==> src/rtl/ebr_pkg.sv <==
package ebr_pkg;
  localparam int REG_W  = 32;
  localparam int ADDR_W = 8;
  localparam logic [ADDR_W-1:0] REG_OFFSET = 8'h40;
  // implemented bits: [26:0]; syndrome status bits: [19:16]
  localparam logic [REG_W-1:0] IMPL_MASK = 32'h07FF_FFFF;
  localparam logic [REG_W-1:0] SYND_MASK = 32'h000F_0000;
  typedef logic [REG_W-1:0] word_t;
endpackage

==> src/rtl/ebr_port.sv <==
module ebr_port #(
  parameter int W  = ebr_pkg::REG_W,
  parameter int AW = ebr_pkg::ADDR_W,
  parameter logic [AW-1:0] OFFS = ebr_pkg::REG_OFFSET
) (
  input  logic          clk,
  input  logic          rst,
  input  logic [AW-1:0] addr,
  input  logic          wr,
  input  logic          rd,
  input  logic [W-1:0]  wdata,
  input  logic [W-1:0]  word_q,
  output logic [W-1:0]  clr_vec,
  output logic [W-1:0]  rdata_q
);
  logic hit;

  assign hit     = (addr == OFFS);
  assign clr_vec = (wr && hit) ? wdata : '0;

  // registered read path: value before this cycle's update
  always_ff @(posedge clk) begin
    if (rst)
      rdata_q <= '0;
    else if (rd && hit)
      rdata_q <= word_q;
    else
      rdata_q <= '0;
  end
endmodule

==> src/rtl/ebr_bits.sv <==
module ebr_bits #(
  parameter int W = ebr_pkg::REG_W,
  parameter logic [W-1:0] IMPL = ebr_pkg::IMPL_MASK
) (
  input  logic         clk,
  input  logic         rst,
  input  logic         freeze,
  input  logic [W-1:0] set_in,
  input  logic [W-1:0] clr_in,
  output logic [W-1:0] word_q,
  output logic [W-1:0] word_nxt
);
  logic [W-1:0] kept;

  assign kept = word_q & ~clr_in;

  // new errors win over clears; a frozen word only loses bits
  always_comb begin
    if (freeze)
      word_nxt = kept & IMPL;
    else
      word_nxt = (set_in | kept) & IMPL;
  end

  always_ff @(posedge clk) begin
    if (rst)
      word_q <= '0;
    else
      word_q <= word_nxt;
  end

  AST_RSVD_ZERO: assert property (@(posedge clk) disable iff (rst)
    (word_q & ~IMPL) == '0);
endmodule

==> src/rtl/ebr_lock.sv <==
module ebr_lock (
  input  logic clk,
  input  logic rst,
  input  logic lock_en,
  input  logic trig,
  input  logic any_nxt,
  output logic lock_q
);
  always_ff @(posedge clk) begin
    if (rst)
      lock_q <= 1'b0;
    else if (!lock_en)
      lock_q <= 1'b0;
    else if (lock_q)
      lock_q <= any_nxt;
    else
      lock_q <= trig;
  end

  AST_EN_DROP_UNLOCKS: assert property (@(posedge clk) disable iff (rst)
    !lock_en |=> !lock_q);
  AST_LOCK_NEEDS_EN: assert property (@(posedge clk) disable iff (rst)
    $rose(lock_q) |-> $past(lock_en));
endmodule

==> src/rtl/bus_err_status.sv <==
module bus_err_status #(
  parameter int W  = ebr_pkg::REG_W,
  parameter int AW = ebr_pkg::ADDR_W,
  parameter logic [AW-1:0] OFFS = ebr_pkg::REG_OFFSET,
  parameter logic [W-1:0]  IMPL = ebr_pkg::IMPL_MASK,
  parameter logic [W-1:0]  SYND = ebr_pkg::SYND_MASK
) (
  input  logic          clk,
  input  logic          rst,
  input  logic          lock_en,
  input  logic [W-1:0]  err_set,
  input  logic [AW-1:0] bus_addr,
  input  logic          bus_wr,
  input  logic          bus_rd,
  input  logic [W-1:0]  bus_wdata,
  output logic [W-1:0]  bus_rdata,
  output logic          locked
);
  localparam logic [W-1:0] LOCKABLE = IMPL & ~SYND;

  logic [W-1:0] word_q, word_nxt, clr_vec;
  logic         lock_q, trig;

  assign trig   = |(err_set & LOCKABLE);
  assign locked = lock_q;

  ebr_port #(.W(W), .AW(AW), .OFFS(OFFS)) u_port (
    .clk(clk), .rst(rst), .addr(bus_addr), .wr(bus_wr), .rd(bus_rd),
    .wdata(bus_wdata), .word_q(word_q), .clr_vec(clr_vec), .rdata_q(bus_rdata)
  );

  ebr_bits #(.W(W), .IMPL(IMPL)) u_bits (
    .clk(clk), .rst(rst), .freeze(lock_q), .set_in(err_set), .clr_in(clr_vec),
    .word_q(word_q), .word_nxt(word_nxt)
  );

  ebr_lock u_lock (
    .clk(clk), .rst(rst), .lock_en(lock_en), .trig(trig),
    .any_nxt(|word_nxt), .lock_q(lock_q)
  );

  AST_FROZEN_NO_SET: assert property (@(posedge clk) disable iff (rst)
    lock_q |=> ((word_q & ~$past(word_q)) == '0));
  AST_LOCK_HAS_BITS: assert property (@(posedge clk) disable iff (rst)
    lock_q |-> (word_q != '0));
  AST_SYND_NO_LOCK: assert property (@(posedge clk) disable iff (rst)
    (!lock_q && ((err_set & LOCKABLE) == '0)) |=> !lock_q);
endmodule

==> config.mk <==
export PLATFORM = sky130hd
export DESIGN_NAME = bus_err_status
export DESIGN_NICKNAME = d
export VERILOG_FILES = /design/src/rtl/ebr_pkg.sv /design/src/rtl/ebr_port.sv /design/src/rtl/ebr_bits.sv /design/src/rtl/ebr_lock.sv /design/src/rtl/bus_err_status.sv
export SDC_FILE = /design/constraint.sdc
export NUM_CORES = 1
export LEC_CHECK = 0
export BUFFER_PORTS_ARGS = -buffer_cell sky130_fd_sc_hd__buf_2
export CORE_UTILIZATION = 25
export DETAILED_ROUTE_END_ITERATION = 16
export SLEW_MARGIN = 40
export SYNTH_ARGS = -nofsm -noshare
export SYNTH_HDL_FRONTEND = slang
export SYNTH_SLANG_ARGS = --single-unit
==> constraint.sdc <==
create_clock -name clk -period 5.15 [get_ports clk]
set_clock_uncertainty 0.15 [all_clocks]
set_input_delay 0.2575 -clock clk [delete_from_list [all_inputs] [get_ports clk]]
set_output_delay 0.2575 -clock clk [all_outputs]
set_load 0.005 [all_outputs]
==> results_dict.tcl, run 1 <==
set metrics [dict create \
    status "finished clean" \
    postSynth.asyncResetShare_pct 0 \
    synth_most_common_cell "dfxtp_1" \
    path_cells "buf_2 -> or4_4 -> nor3_4 -> nand2_1 -> a221oi_1 -> nand4_1 -> o41a_1" \
    drt_pass1_iterations 4 \
    synth_flop_cell "dfxtp_1" \
    leakagePower_nw 1.28 \
    critical_path_class "in -> reg" \
    tightest_slew_ps 656 \
    reg2regPathDepth 5 \
    die_w_um 95.2 \
    critical_path.max_stage_delay_ps 660 \
    rrSetupSlack_ps 2960 \
    post-route-period-util_pct 47.4 \
    start_util_pct 26.1 \
    final.fill_count 887 \
    worstHoldPathCells 3 \
    syn_inst 238 \
    netlist_area_sq_um 2170 \
    tns_ps 0 \
    n_antenna_cell 0 \
    avgSynthCellArea_sq_um 9.12 \
    worst-path-buf-inv 1 \
    timing.rr.end "u_lock.lock_q$_SDFF_PP0_" \
    nets 404 \
    gp_congestion 0.723 \
    synth_area_leaders "dfxtp_1 51%, and2_1 7.8%, a21oi_1 6.0%" \
    slew_viol_final 0 \
    ir_drop_uv 111 \
    relSlewSlack_pct 56.1 \
    worstPathMaxFanout 13 \
    grt_pass1_vias 1831 \
    syn_to_final_growth_pct 29.9 \
    grt_usage_pct 13.2 \
    final-hold-violation-count 0 \
    max-cap-violations 0 \
    synth.top_cell.area_share_pct 50.7 \
    ys_ff_latch 55 \
    core.rowCount 33 \
    p_seq_share_pct 54.6 \
    yosysUniqueCellTypes 30 \
    synth-warning-count 0 \
    fmax_mhz 410 \
    path_clk_slew_ps 90 \
    detail-route-antenna-nets 0 \
    comb_power_share_pct 9.8 \
    worstSetupStartpointType "input pin" \
    cts_tree "done" \
    endpoint_kind "flip-flop" \
    power_density_nw_per_um2 295 \
    viasPerCell 4.39 \
    grt_pass1_wl_mm 9.06 \
    clockBufferDepth 2 \
    switchingPower_mw 0.191 \
    synth_top_cells_by_count "55 x dfxtp_1, 27 x and2_1, 27 x nand2_1, 26 x a21oi_1, 14 x nor2b_1" \
    post-cts-setup-buffers 0 \
    drc 0 \
    critPathRequiredTime_ps 5190 \
    whs_endpoint "u_bits.word_q[14]$_SDFF_PP0_" \
    core_sq_um 8300 \
    setup_viol 0 \
    synth_seq_area_share_pct 50.7 \
    synth_edf_count 0 \
    hp-start "err_set[14]" \
    r2r-start "u_lock.lock_q$_SDFF_PP0_" \
    pwr-share-clk_pct 35.6 \
    cts_resized 0 \
    root_buffer "clkbuf_8" \
    htreeDepth 2 \
    hold_path_class "in -> reg" \
    placed_cell_area_sq_um 2690 \
    io_buffers 94 \
    clock_latency_ps 300 \
    num_vias 1899 \
    grt_max_degree 31 \
    numClockSinks 55 \
    grt-ovfl-total 0 \
    drt_iter0_markers 57 \
    layout-drive-gt1-share_pct 34.8 \
    power_mw 0.831 \
    period_minus_slack_ps 2440 \
    hold_buffers 0 \
    routed_wl_mm 5.81 \
    cellInternalPower_mw 0.640 \
    critPathTopFamily "simple AND/OR/NAND/NOR gates" \
    place_hpwl_mm 4.51 \
    fp.dieH_um 95.2 \
    final_util_pct 34.0 \
    synth_largest_area_cell "dfxtp_1" \
    arrival_ps 2480 \
    wl_per_cell_um 13.4 \
    cts_buffers 5 \
    io_pins 110 \
    stdcell_area_sq_um 2820 \
    p_sw_share_pct 23.0 \
    grt_setup_unrepaired "no" \
    antenna_found_initial 0 \
    dieArea_sq_um 9050 \
    crit_slowest_cell "or4_4" \
]
==> cell families after synthesis <==
group | count (synthesis) | synth area share, %
compound gates | 44 | 13.2
flops | 55 | 50.7
buf+inv | 20 | 5.19
simple gates | 118 | 30.7
other cells | 1 | 0.173
==> power groups by stage <==
stage / registers [mW] / logic, mW / clock network (mW)
2_1_floorplan: 0.458 / 0.0498 / 0
3_3_place_gp: 0.462 / 0.0813 / 0
3_5_place_dp: 0.463 / 0.0823 / 0
4_1_cts: 0.453 / 0.0826 / 0.308
5_1_grt: 0.456 / 0.0922 / 0.324
6_report: 0.453 / 0.0816 / 0.296
==> state kept, by name, summed over array words and instances, names as in the netlist <==
signal and count:
u_port.rdata_q 27, u_lock.lock_q 1, u_bits.word_q 27
==> worst reg2reg max path: cells and delay by family (launching register included) <==
kind	cells	cell delay (ps)
AND/OR/NAND/NOR	4	930
flip-flops	1	660
AO/OA/AOI/OAI	1	330
==> how the worst max path moves through the flow <==
stage                start                        to  slack (ps)  depth (start not counted)
6_report       bus_addr[5]  u_lock.lock_q$_SDFF_PP0_        2710                          7
5_1_grt        bus_addr[5]  u_lock.lock_q$_SDFF_PP0_        2550                          7
4_1_cts        bus_addr[5]  u_lock.lock_q$_SDFF_PP0_        2370                          7
3_5_place_dp   bus_addr[5]  u_lock.lock_q$_SDFF_PP0_        2060                          7
3_3_place_gp   bus_addr[5]  u_lock.lock_q$_SDFF_PP0_        2120                          7
2_1_floorplan  bus_addr[5]  u_lock.lock_q$_SDFF_PP0_        2900                          7
==> per-layer routing <==
| metal | up-vias | part of all wire (%) | global-route usage [%] |
|---|---|---|---|
| met5 | - | 0 | 0 |
| met4 | 0 | 0.84 | 3.41 |
| met3 | 4 | 5.1 | 3.03 |
| met2 | 47 | 49 | 23.0 |
| met1 | 876 | 45 | 16.4 |
| li1 | 972 | - | - |
==> area by class of cell <==
type / count / area, sq um / share of cell area [%]
clock inverters: 2 / 35.0 / 1.24
repair buffers: 95 / 478 / 17.0
clock buffers: 6 / 82.6 / 2.93
flip-flops and latches: 55 / 1100 / 39.1
well taps: 105 / 131 / 4.66
inverters: 3 / 11.3 / 0.400
multi-input cells: 167 / 977 / 34.7
==> cells in the final DEF, fill, tap and decap left out, types with 3 or more instances in the layout <==
cell type / n
nand4_1: 8
nor2b_1: 14
nand2_1: 27
conb_1: 5
o21ai_1: 3
nand2b_1: 13
nor4_1: 7
inv_1: 3
and2_1: 27
clkbuf_8: 6
dfxtp_1: 54
nor2_1: 13
a21oi_1: 26
buf_2: 94
o31ai_2: 5
o31ai_1: 6
==> metrics by stage <==
step / hold slack [ps] / instances / worst slack (ps)
after floorplan: 257 / 242 / 2900
after global placement: 286 / 425 / 2120
after detailed placement: 290 / 425 / 2060
after CTS: 54.1 / 433 / 2370
after global routing: 81.7 / 433 / 2550
final: 65.4 / 433 / 2710
Note: power is estimated with default switching activity, not from simulation.
==> inputs of run 2 (changes only) <==
Clock period 5.15 ns to 2.19 ns, I/O delays scaled along.
==> run 2 against run 1 <==
Compared with the run above: setup slack got worse by 2600 ps; wire length increased by 10%; largest cell class unchanged; power rose by 140%; combinational power grew to 3.3 times the previous value; final area increased by 14%; cell count is 9.5% higher; die area unchanged; non-clock buffer count increased by 40.
==> results_dict.tcl, run 2 (synthesized netlist as in run 1, its figures left out) <==
set metrics [dict create \
    dieArea_sq_um 9050 \
    path_clk_slew_ps 90 \
    stdcell_count 474 \
    grt_pass1_wl_mm 9.69 \
    num_vias 2080 \
    slew_viol_final 0 \
    viasPerCell 4.39 \
    fp.dieH_um 95.2 \
    status "finished clean" \
    power_mw 1.98 \
    layout_common_cells "94 x buf_2, 55 x dfxtp_1, 27 x and2_1, 27 x nand2_1, 26 x a21oi_1" \
    clockBufferDepth 2 \
    final_util_pct 38.7 \
    tightest_slew_ps 541 \
    nets 446 \
    core.rowCount 33 \
    fin_hold_ws_ps 9.54 \
    power_density_nw_per_um2 616 \
    clock_latency_ps 310 \
    whs_endpoint "u_bits.word_q[18]$_SDFF_PP0_" \
    io_pins 110 \
    hp-start "bus_wdata[18]" \
    reg.largest.list "u_bits.word_q (27), u_port.rdata_q (27), u_lock.lock_q (1)" \
    reg2regPathDepth 6 \
    dp_slack_ps -290 \
    fmax_mhz 472 \
    max-cap-violations 0 \
    area.sequential_sq_um 1100 \
    ir_drop_uv 256 \
    die_w_um 95.2 \
    final.fill_count 830 \
    grt_pass1_vias 2045 \
    arrival_ps 2160 \
    layout-drive-gt1-share_pct 36.9 \
    grt_usage_pct 14.0 \
    wl_per_cell_um 13.5 \
    critPathRequiredTime_ps 2230 \
    rrSetupSlack_ps 300 \
    routed_wl_mm 6.40 \
    tns_ps 0 \
    relSlewSlack_pct 64.0 \
    core_sq_um 8300 \
    post-route-period-util_pct 96.8 \
    final-hold-violation-count 0 \
    n_antenna_cell 0 \
    final_common_cell "buf_2" \
    critical_path_class "in -> reg" \
    worstSetupStartpointType "input pin" \
    period_minus_slack_ps 2120 \
    place_hpwl_mm 4.71 \
    grt-ovfl-total 0 \
    leakagePower_nw 1.45 \
    setup_ws_ps 69.9 \
    placed_cell_area_sq_um 2830 \
    drt_iter0_markers 36 \
    timing.rr.end "u_lock.lock_q$_SDFF_PP0_" \
    htreeDepth 2 \
    endpoint_kind "flip-flop" \
    drc 0 \
    r2r-start "u_lock.lock_q$_SDFF_PP0_" \
    io_buffers 94 \
    start_util_pct 26.1 \
    hold_path_class "in -> reg" \
    numClockSinks 55 \
    antenna_found_initial 0 \
    detail-route-antenna-nets 0 \
    worstHoldPathCells 4 \
    grt_max_degree 30 \
    dpl.cell_count 443 \
    gp_congestion 0.799 \
    drt_pass1_iterations 4 \
    cts_tree "done" \
    multi_input_area_sq_um 1040 \
    root_buffer "clkbuf_8" \
    syn_to_final_growth_pct 48.1 \
    stdcell_area_sq_um 3210 \
    cts_buffers 5 \
    setup_viol 0 \
    worstPathMaxFanout 6 \
]
[run 2: cell count changes in the layout (fill, tap and decap cells not counted), sizes merged]
cell,previous run,this run
buf,95,114
clkinv,1,0
dlygate4sd3,0,21
or4,1,2
or4b,1,2
[run 2: per-layer routing]
metal	wire (um)	vias up	track usage [%]
met5	0	-	0
met2	3190	50	24.5
met3	338	9	4.07
li1	-	1065	-
met1	2800	956	16.5
met4	74	0	4.29
[run 2: what timing repair did]
action | CTS | global route
setup endpoints to repair | 0 | 1
endpoints found under the hold margin | 21 | 0
hold buffers | 21 | 0
resized for setup | 0 | 9
setup buffers | 0 | 1
[run 2: worst max-delay path by stage]
| stage | start | endpoint | slack, ps | cells after the start |
|---|---|---|---|---|
| 4_1_cts | bus_addr[5] | u_lock.lock_q$_SDFF_PP0_ | 30 | 7 |
| 2_1_floorplan | bus_addr[5] | u_lock.lock_q$_SDFF_PP0_ | 80 | 7 |
| 3_5_place_dp | bus_addr[7] | u_lock.lock_q$_SDFF_PP0_ | -290 | 8 |
| 6_report | bus_addr[2] | u_lock.lock_q$_SDFF_PP0_ | 70 | 8 |
| 3_3_place_gp | bus_addr[5] | u_lock.lock_q$_SDFF_PP0_ | -290 | 7 |
| 5_1_grt | bus_addr[2] | u_lock.lock_q$_SDFF_PP0_ | -30 | 8 |
[run 2: power breakdown]
part | internal, mW | switching [mW] | leakage (nW)
sequential | 1.04 | 0.0211 | 0.451
combinational | 0.144 | 0.124 | 0.952
clock | 0.336 | 0.315 | 0.0513
total | 1.52 | 0.460 | 1.45
[run 2: final cells by class]
type	instances	area share, %
Clock buffer	6	2.26
Inverter	3	0.350
Sequential cell	55	34.3
Tap cell	105	4.09
Timing Repair Buffer	135	25.9
Multi-Input combinational cell	169	32.2
Clock inverter	1	0.935
[run 2: worst max-delay path: stages]
cell      delay [ps]
buf_2            120
or4b_4           600
buf_4            170
o31ai_2          250
nand4_1          150
nor4bb_2         320
nand4_1          130
o41a_1           310
